### src/rtl/irq_pkg.sv
package irq_pkg;
  // register addresses
  localparam int ADDR_PEND    = 0;
  localparam int ADDR_SMASK   = 1;
  localparam int ADDR_PRIO    = 2;
  localparam int ADDR_CH_BASE = 4;
  // channel event layout
  localparam int EVT_W    = 2;
  localparam int EVT_DESC = 0;
  localparam int EVT_CMD  = 1;

  typedef enum logic [2:0] {
    SEL_NONE, SEL_PEND, SEL_SMASK, SEL_PRIO, SEL_CEVT, SEL_CMASK
  } sel_e;
endpackage

### src/rtl/irq_rst_sync.sv
module irq_rst_sync (
  input  logic clk,
  input  logic arst_n,
  output logic srst_n_o
);
  logic [1:0] sync_q;

  always_ff @(posedge clk or negedge arst_n) begin
    if (!arst_n) sync_q <= 2'b00;
    else         sync_q <= {sync_q[0], 1'b1};
  end

  assign srst_n_o = sync_q[1];
endmodule

### src/rtl/irq_chan_evt.sv
module irq_chan_evt #(
  parameter int EW = irq_pkg::EVT_W
) (
  input  logic          clk,
  input  logic          rst_n,
  input  logic [EW-1:0] pulse_i,
  input  logic          clr_wr_i,
  input  logic          mask_wr_i,
  input  logic [EW-1:0] wdata_i,
  output logic [EW-1:0] evt_o,
  output logic [EW-1:0] mask_o,
  output logic          summ_o
);
  logic [EW-1:0] evt_q, evt_d;
  logic [EW-1:0] mask_q, mask_d;
  logic [EW-1:0] clr;

  always_comb begin
    clr    = clr_wr_i ? wdata_i : '0;
    // new event takes precedence over a simultaneous clear
    evt_d  = (evt_q & ~clr) | pulse_i;
    mask_d = mask_wr_i ? wdata_i : mask_q;
  end

  always_ff @(posedge clk or negedge rst_n) begin
    if (!rst_n) begin
      evt_q  <= '0;
      mask_q <= '0;
    end else begin
      evt_q  <= evt_d;
      if (mask_wr_i) mask_q <= mask_d;
    end
  end

  assign evt_o  = evt_q;
  assign mask_o = mask_q;
  assign summ_o = |(evt_q & mask_q);

  // a set bit not being cleared stays set
  p_evt_sticky_r2: assert property (@(posedge clk) disable iff (!rst_n)
    1'b1 |=> ((($past(evt_q) & ~$past(clr)) & ~evt_q) == '0));

  // an incoming pulse always lands, clear or not
  p_evt_wins_r4: assert property (@(posedge clk) disable iff (!rst_n)
    (pulse_i != '0) |=> ((evt_q & $past(pulse_i)) == $past(pulse_i)));

  // a bit with no pulse and a clear is gone next cycle
  p_w1c_r3: assert property (@(posedge clk) disable iff (!rst_n)
    (clr_wr_i && (wdata_i & ~pulse_i) != '0) |=> ((evt_q & $past(wdata_i & ~pulse_i)) == '0));
endmodule

### src/rtl/irq_sys_level.sv
module irq_sys_level #(
  parameter int N_EXT  = 4,
  parameter int N_CHAN = 2,
  parameter int PRIO_W = 2,
  parameter int DATA_W = 32
) (
  input  logic                           clk,
  input  logic                           rst_n,
  input  logic [N_EXT-1:0]               ext_i,
  input  logic [N_CHAN-1:0]              summ_i,
  input  logic                           smask_wr_i,
  input  logic                           prio_wr_i,
  input  logic [DATA_W-1:0]              wdata_i,
  output logic [N_EXT+N_CHAN-1:0]        pend_o,
  output logic [N_EXT+N_CHAN-1:0]        smask_o,
  output logic [(N_EXT+N_CHAN)*PRIO_W-1:0] prio_o
);
  localparam int N_SRC = N_EXT + N_CHAN;
  localparam int PR_W  = N_SRC * PRIO_W;

  logic [N_SRC-1:0] pend_q, pend_d;
  logic [N_SRC-1:0] smask_q, smask_d;
  logic [PR_W-1:0]  prio_q, prio_d;

  always_comb begin
    // pending has no write path: it only mirrors its sources
    pend_d  = {summ_i, ext_i};
    smask_d = smask_wr_i ? wdata_i[N_SRC-1:0] : smask_q;
    prio_d  = prio_wr_i  ? wdata_i[PR_W-1:0]  : prio_q;
  end

  always_ff @(posedge clk or negedge rst_n) begin
    if (!rst_n) begin
      pend_q  <= '0;
      smask_q <= '0;
      prio_q  <= '0;
    end else begin
      pend_q <= pend_d;
      if (smask_wr_i) smask_q <= smask_d;
      if (prio_wr_i)  prio_q  <= prio_d;
    end
  end

  assign pend_o  = pend_q;
  assign smask_o = smask_q;
  assign prio_o  = prio_q;

  // external pending bits track the pins with one clock of delay
  p_ext_follow_r8: assert property (@(posedge clk) disable iff (!rst_n)
    1'b1 |=> (pend_q[N_EXT-1:0] == $past(ext_i)));
endmodule

### src/rtl/irq_prio_arb.sv
module irq_prio_arb #(
  parameter int N_SRC  = 6,
  parameter int PRIO_W = 2,
  parameter int VEC_W  = $clog2(N_SRC)
) (
  input  logic [N_SRC-1:0]        req_i,
  input  logic [N_SRC*PRIO_W-1:0] prio_i,
  output logic                    irq_o,
  output logic [VEC_W-1:0]        vec_o
);
  logic              found;
  logic [PRIO_W-1:0] best_p;
  logic [VEC_W-1:0]  best_i;

  always_comb begin
    found  = 1'b0;
    best_p = '0;
    best_i = '0;
    // strict compare: an equal priority never displaces a lower index
    for (int s = 0; s < N_SRC; s++) begin
      if (req_i[s] && (!found || prio_i[s*PRIO_W +: PRIO_W] > best_p)) begin
        found  = 1'b1;
        best_p = prio_i[s*PRIO_W +: PRIO_W];
        best_i = VEC_W'(s);
      end
    end
  end

  assign irq_o = found;
  assign vec_o = best_i;
endmodule

### src/rtl/irq_hier_ctrl.sv
module irq_hier_ctrl #(
  parameter int N_EXT  = 4,
  parameter int N_CHAN = 2,
  parameter int PRIO_W = 2,
  parameter int DATA_W = 32,
  parameter int ADDR_W = 8,
  parameter int VEC_W  = $clog2(N_EXT + N_CHAN)
) (
  input  logic              clk,
  input  logic              rst_n,
  input  logic [N_EXT-1:0]  ext_irq_i,
  input  logic [N_CHAN-1:0] desc_done_i,
  input  logic [N_CHAN-1:0] cmd_done_i,
  input  logic              wr_en_i,
  input  logic [ADDR_W-1:0] addr_i,
  input  logic [DATA_W-1:0] wdata_i,
  output logic [DATA_W-1:0] rdata_o,
  output logic              irq_o,
  output logic [VEC_W-1:0]  vec_o
);
  import irq_pkg::*;

  localparam int N_SRC = N_EXT + N_CHAN;
  localparam int PR_W  = N_SRC * PRIO_W;

  logic srst_n;
  logic [N_CHAN-1:0]       chan_summ;
  logic [N_CHAN-1:0]       chan_clr_wr, chan_mask_wr;
  logic [EVT_W-1:0]        chan_evt  [N_CHAN];
  logic [EVT_W-1:0]        chan_mask [N_CHAN];
  logic [N_SRC-1:0]        pend, smask, active;
  logic [PR_W-1:0]         prio;
  sel_e                    sel;
  int                      sel_ch;

  irq_rst_sync u_rst (
    .clk      (clk),
    .arst_n   (rst_n),
    .srst_n_o (srst_n)
  );

  // address decode
  always_comb begin
    sel    = SEL_NONE;
    sel_ch = 0;
    if (addr_i == ADDR_W'(ADDR_PEND))  sel = SEL_PEND;
    if (addr_i == ADDR_W'(ADDR_SMASK)) sel = SEL_SMASK;
    if (addr_i == ADDR_W'(ADDR_PRIO))  sel = SEL_PRIO;
    for (int c = 0; c < N_CHAN; c++) begin
      if (addr_i == ADDR_W'(ADDR_CH_BASE + 2*c)) begin
        sel    = SEL_CEVT;
        sel_ch = c;
      end
      if (addr_i == ADDR_W'(ADDR_CH_BASE + 2*c + 1)) begin
        sel    = SEL_CMASK;
        sel_ch = c;
      end
    end
  end

  generate
    for (genvar c = 0; c < N_CHAN; c++) begin : g_chan
      assign chan_clr_wr[c]  = wr_en_i && sel == SEL_CEVT  && sel_ch == c;
      assign chan_mask_wr[c] = wr_en_i && sel == SEL_CMASK && sel_ch == c;

      logic [EVT_W-1:0] pulse;
      always_comb begin
        pulse           = '0;
        pulse[EVT_DESC] = desc_done_i[c];
        pulse[EVT_CMD]  = cmd_done_i[c];
      end

      irq_chan_evt #(.EW(EVT_W)) u_chan (
        .clk       (clk),
        .rst_n     (srst_n),
        .pulse_i   (pulse),
        .clr_wr_i  (chan_clr_wr[c]),
        .mask_wr_i (chan_mask_wr[c]),
        .wdata_i   (wdata_i[EVT_W-1:0]),
        .evt_o     (chan_evt[c]),
        .mask_o    (chan_mask[c]),
        .summ_o    (chan_summ[c])
      );

      // summary pending is only ever backed by a live masked event
      p_summ_backed_r7: assert property (@(posedge clk) disable iff (!srst_n)
        pend[N_EXT+c] |-> $past(chan_summ[c]));
    end
  endgenerate

  irq_sys_level #(
    .N_EXT(N_EXT), .N_CHAN(N_CHAN), .PRIO_W(PRIO_W), .DATA_W(DATA_W)
  ) u_sys (
    .clk        (clk),
    .rst_n      (srst_n),
    .ext_i      (ext_irq_i),
    .summ_i     (chan_summ),
    .smask_wr_i (wr_en_i && sel == SEL_SMASK),
    .prio_wr_i  (wr_en_i && sel == SEL_PRIO),
    .wdata_i    (wdata_i),
    .pend_o     (pend),
    .smask_o    (smask),
    .prio_o     (prio)
  );

  assign active = pend & smask;

  irq_prio_arb #(.N_SRC(N_SRC), .PRIO_W(PRIO_W), .VEC_W(VEC_W)) u_arb (
    .req_i  (active),
    .prio_i (prio),
    .irq_o  (irq_o),
    .vec_o  (vec_o)
  );

  // read mux
  always_comb begin
    rdata_o = '0;
    case (sel)
      SEL_PEND:  rdata_o = DATA_W'(pend);
      SEL_SMASK: rdata_o = DATA_W'(smask);
      SEL_PRIO:  rdata_o = DATA_W'(prio);
      SEL_CEVT:  rdata_o = DATA_W'(chan_evt[sel_ch]);
      SEL_CMASK: rdata_o = DATA_W'(chan_mask[sel_ch]);
      default:   rdata_o = '0;
    endcase
  end

  // the request line implies an enabled pending source
  p_irq_needs_src_r9: assert property (@(posedge clk) disable iff (!srst_n)
    irq_o |-> (active != '0));

  // the reported vector is itself an enabled pending source
  p_vec_active_r10: assert property (@(posedge clk) disable iff (!srst_n)
    irq_o |-> active[vec_o]);
endmodule

### config.mk
export PLATFORM = sky130hd
export DESIGN_NAME = irq_hier_ctrl
export DESIGN_NICKNAME = d
export VERILOG_FILES = /design/src/rtl/irq_pkg.sv /design/src/rtl/irq_rst_sync.sv /design/src/rtl/irq_chan_evt.sv /design/src/rtl/irq_sys_level.sv /design/src/rtl/irq_prio_arb.sv /design/src/rtl/irq_hier_ctrl.sv
export SDC_FILE = /design/constraint.sdc
export NUM_CORES = 1
export LEC_CHECK = 0
export ABC_CLOCK_PERIOD_IN_PS = 6500
export CORE_ASPECT_RATIO = 0.7
export CORE_MARGIN = 2
export CORE_UTILIZATION = 44
export DETAILED_ROUTE_END_ITERATION = 7
export MAX_ROUTING_LAYER = met4
export PLACE_DENSITY = 0.8
export REMOVE_ABC_BUFFERS = 1
export SLEW_MARGIN = 20
export SYNTH_ARGS = -nofsm -noshare
export SYNTH_HDL_FRONTEND = slang
export SYNTH_HIERARCHICAL = 1
export SYNTH_SLANG_ARGS = --single-unit
### constraint.sdc
create_clock -name clk -period 6.5 [get_ports clk]
set_input_delay 0.65 -clock clk [delete_from_list [all_inputs] [get_ports clk]]
set_output_delay 0.65 -clock clk [all_outputs]
set_load 0.03 [all_outputs]
==> impl_metrics.ini <==
[floorplanning]
die_h_um = 63.83
dieArea_mm2 = 0.005710
die_width_um = 89.47
initial_core_util = 0.4628
core_area_mm2 = 0.004861
pin_count = 87
rows = 21

[drt]
vias = 1855
antenna_left = 0
routed_wl_um = 5832
viasPerCell = 5.196
wl_per_cell_um = 16.34
drt_iter0_drc = 110
drc = 0
first_pass_iters = 4

[sta]
final_hold_viol_count = 0
finalClockSkew_ns = 0.01292
worstMarginPinSlew_ns = 0.8126
rsz0062_at_grt = yes
fin_ws_ns = -0.05586
hold_ws_ns = 0.1619
setup_viol = 3
timing.fmax_mhz = 152.5
final.min_clock_period_ns = 6.556
maxSlewHeadroom = 0.4583
post-route-period-util = 1.009
drv_slew = 0

[logic_synthesis]
syn_area_mm2 = 0.002250
ys_async_sr_fraction = 1.000
synth.distinct_cells = 46
synth_edf_count = 0
synth-warning-count = 6
synth_ff_type = dfrtp_1
synth_seq_cells = 34
syn-mean-instance-area_um2 = 10.32
ys_seq_area_frac = 0.3782
netlist_instances = 218

[run_status]
status = finished with violations
violations = setup timing

[setup_path]
end_kind = output pin
startpoint_type = flop
critical_path.max_stage_delay_ns = 0.38
cp_max_fo = 4
r2r_start = u_sys/smask_o[0]
timing.rr.end = u_sys/smask_o[0]
path_class = flop to output pin
cpMaxStageDelayCell = dfrtp_1
rr_worst_depth = 2
ff2ff_setup_slack_ns = 5.60
cp-startpoint = u_sys/smask_o[0]
cp_data_required_time_ns = 5.85
arrival_ns = 5.91
cp_common_cell = ha_4

[clock_tree]
path_clk_slew_ns = 0.07
clockRootBuffer = clkbuf_8
clock_latency_ns = 0.29
cts_sinks = 34
cts_tree = built
clock_path_buffers = 2
cts_made_buffers = 5
htreeDepth = 2
hold_buffers = 0

[grt]
grt_overflow = 0
grt_max_degree = 23
grt_pass1_vias = 1825
grt_usage = 0.2139
grt_pass1_wl_um = 8976
antenna_found_initial = 0

[place]
dp_hpwl_um = 4055
gp_congestion = 0.8728
dp_cells = 335
port-buffer-count = 46
dp_slack_ns = -0.2071

[final_layout]
nFillCells = 358
antennaDiodeCount = 0
drive_gt1_frac = 0.3229
syn2layout_area_growth_pct = 38.10
most-common-layout-cells = 43 x clkdlybuf4s50_1, 34 x dfrtp_1, 24 x buf_4
final_common_cell = clkdlybuf4s50_1
fin_cells = 357
nets = 346

[pwr]
cellLeakagePower_uw = 0.001377
power_density_mw_per_mm2 = 157.0
peakVddDrop_uv = 116.5

[job]
drv_cap = 0

[hold_path]
min_path_type = flop to async pin
report_power, final:
group,internal (uW),switching [uW]
combinational,46.1,51.4
clock,85.4,73.4
sequential,221,10.3
total,353,135
registers in the layout (all words and copies together) (netlist names):
signal                flops
g_chan.u_chan/mask_o      4
u_rst/sync_q              2
g_chan.u_chan/evt_o       4
u_sys/prio_o             12
u_sys/smask_o             6
u_sys/pend_o              6
how the worst max path moves through the flow:
stage               endpoint  slack [ns]  depth (start not counted)
floorplan           vec_o[1]       -0.20                         31
global placement    vec_o[1]       -0.02                         32
detailed placement  vec_o[1]       -0.21                         32
CTS                 vec_o[1]        0.02                         30
global route        vec_o[1]       -0.31                         32
finish              vec_o[1]       -0.06                         32
kinds of logic after synthesis:
family | after synthesis | synth area share
multiplexers | 31 | 0.1808
flip-flops | 34 | 0.3782
other | 2 | 0.003338
adder cells (fa/ha/maj) | 8 | 0.04450
AO/OA/AOI/OAI | 37 | 0.1290
buffers and inverters | 37 | 0.1023
AND/OR/NAND/NOR | 69 | 0.1618
worst max-delay path: cells and delay by family (launching register included):
kind | cells | cell delay, ns
AND/OR/NAND/NOR | 10 | 0.94
flip-flops | 1 | 0.38
adder cells (fa/ha/maj) | 5 | 1.26
multiplexers | 2 | 0.70
AO/OA/AOI/OAI | 12 | 2.04
buffers and inverters | 3 | 0.31
cell usage after synthesis, drive strengths merged (5+ instances only):
library cell  count  share of area
o21ai             5          0.013
inv              10          0.017
a21o              5          0.017
buf              23          0.079
nor2             18          0.030
mux2             26           0.16
dfrtp            34           0.38
a21oi             8          0.018
ha                8          0.044
and2             17          0.048
mux2i             5          0.022
nand2            14          0.023
metrics by stage:
stage / power [uW] / utilization / TNS (ns) / instance area, um2
3_5_place_dp: 319.6 / 0.5642 / -0.4730 / 2743
2_1_floorplan: 281.4 / - / -0.2038 / 2128
3_3_place_gp: 316.4 / 0.5642 / -0.01998 / 2743
4_1_cts: 486.9 / 0.6255 / 0 / 3040
5_1_grt: 510.7 / 0.6391 / -0.8108 / 3107
6_report: 487.8 / 0.6391 / -0.1019 / 3107
cell type report:
| class | count | area (um2) | area share |
|---|---|---|---|
| flip-flops and latches | 34 | 850.8 | 0.2739 |
| repair buffers | 70 | 644.4 | 0.2074 |
| multi-input cells | 166 | 1394 | 0.4487 |
| well taps | 69 | 86.33 | 0.02779 |
| inverters | 10 | 40.04 | 0.01289 |
| clock buffers | 7 | 86.33 | 0.02779 |
| clock inverters | 1 | 5.005 | 0.001611 |
metal layers:
metal	track usage	routed length, um
met5	-	0
met1	0.2916	2638
met3	0.03618	272
met2	0.3250	2845
met4	0.07090	76
timing repair:
item                       in CTS  in global routing
cloned                          0                  0
pin swaps                      11                  1
setup buffers                   8                  6
resized for setup              25                  8
setup endpoints to repair       3                  3
(Power assumes the default switching activity.)
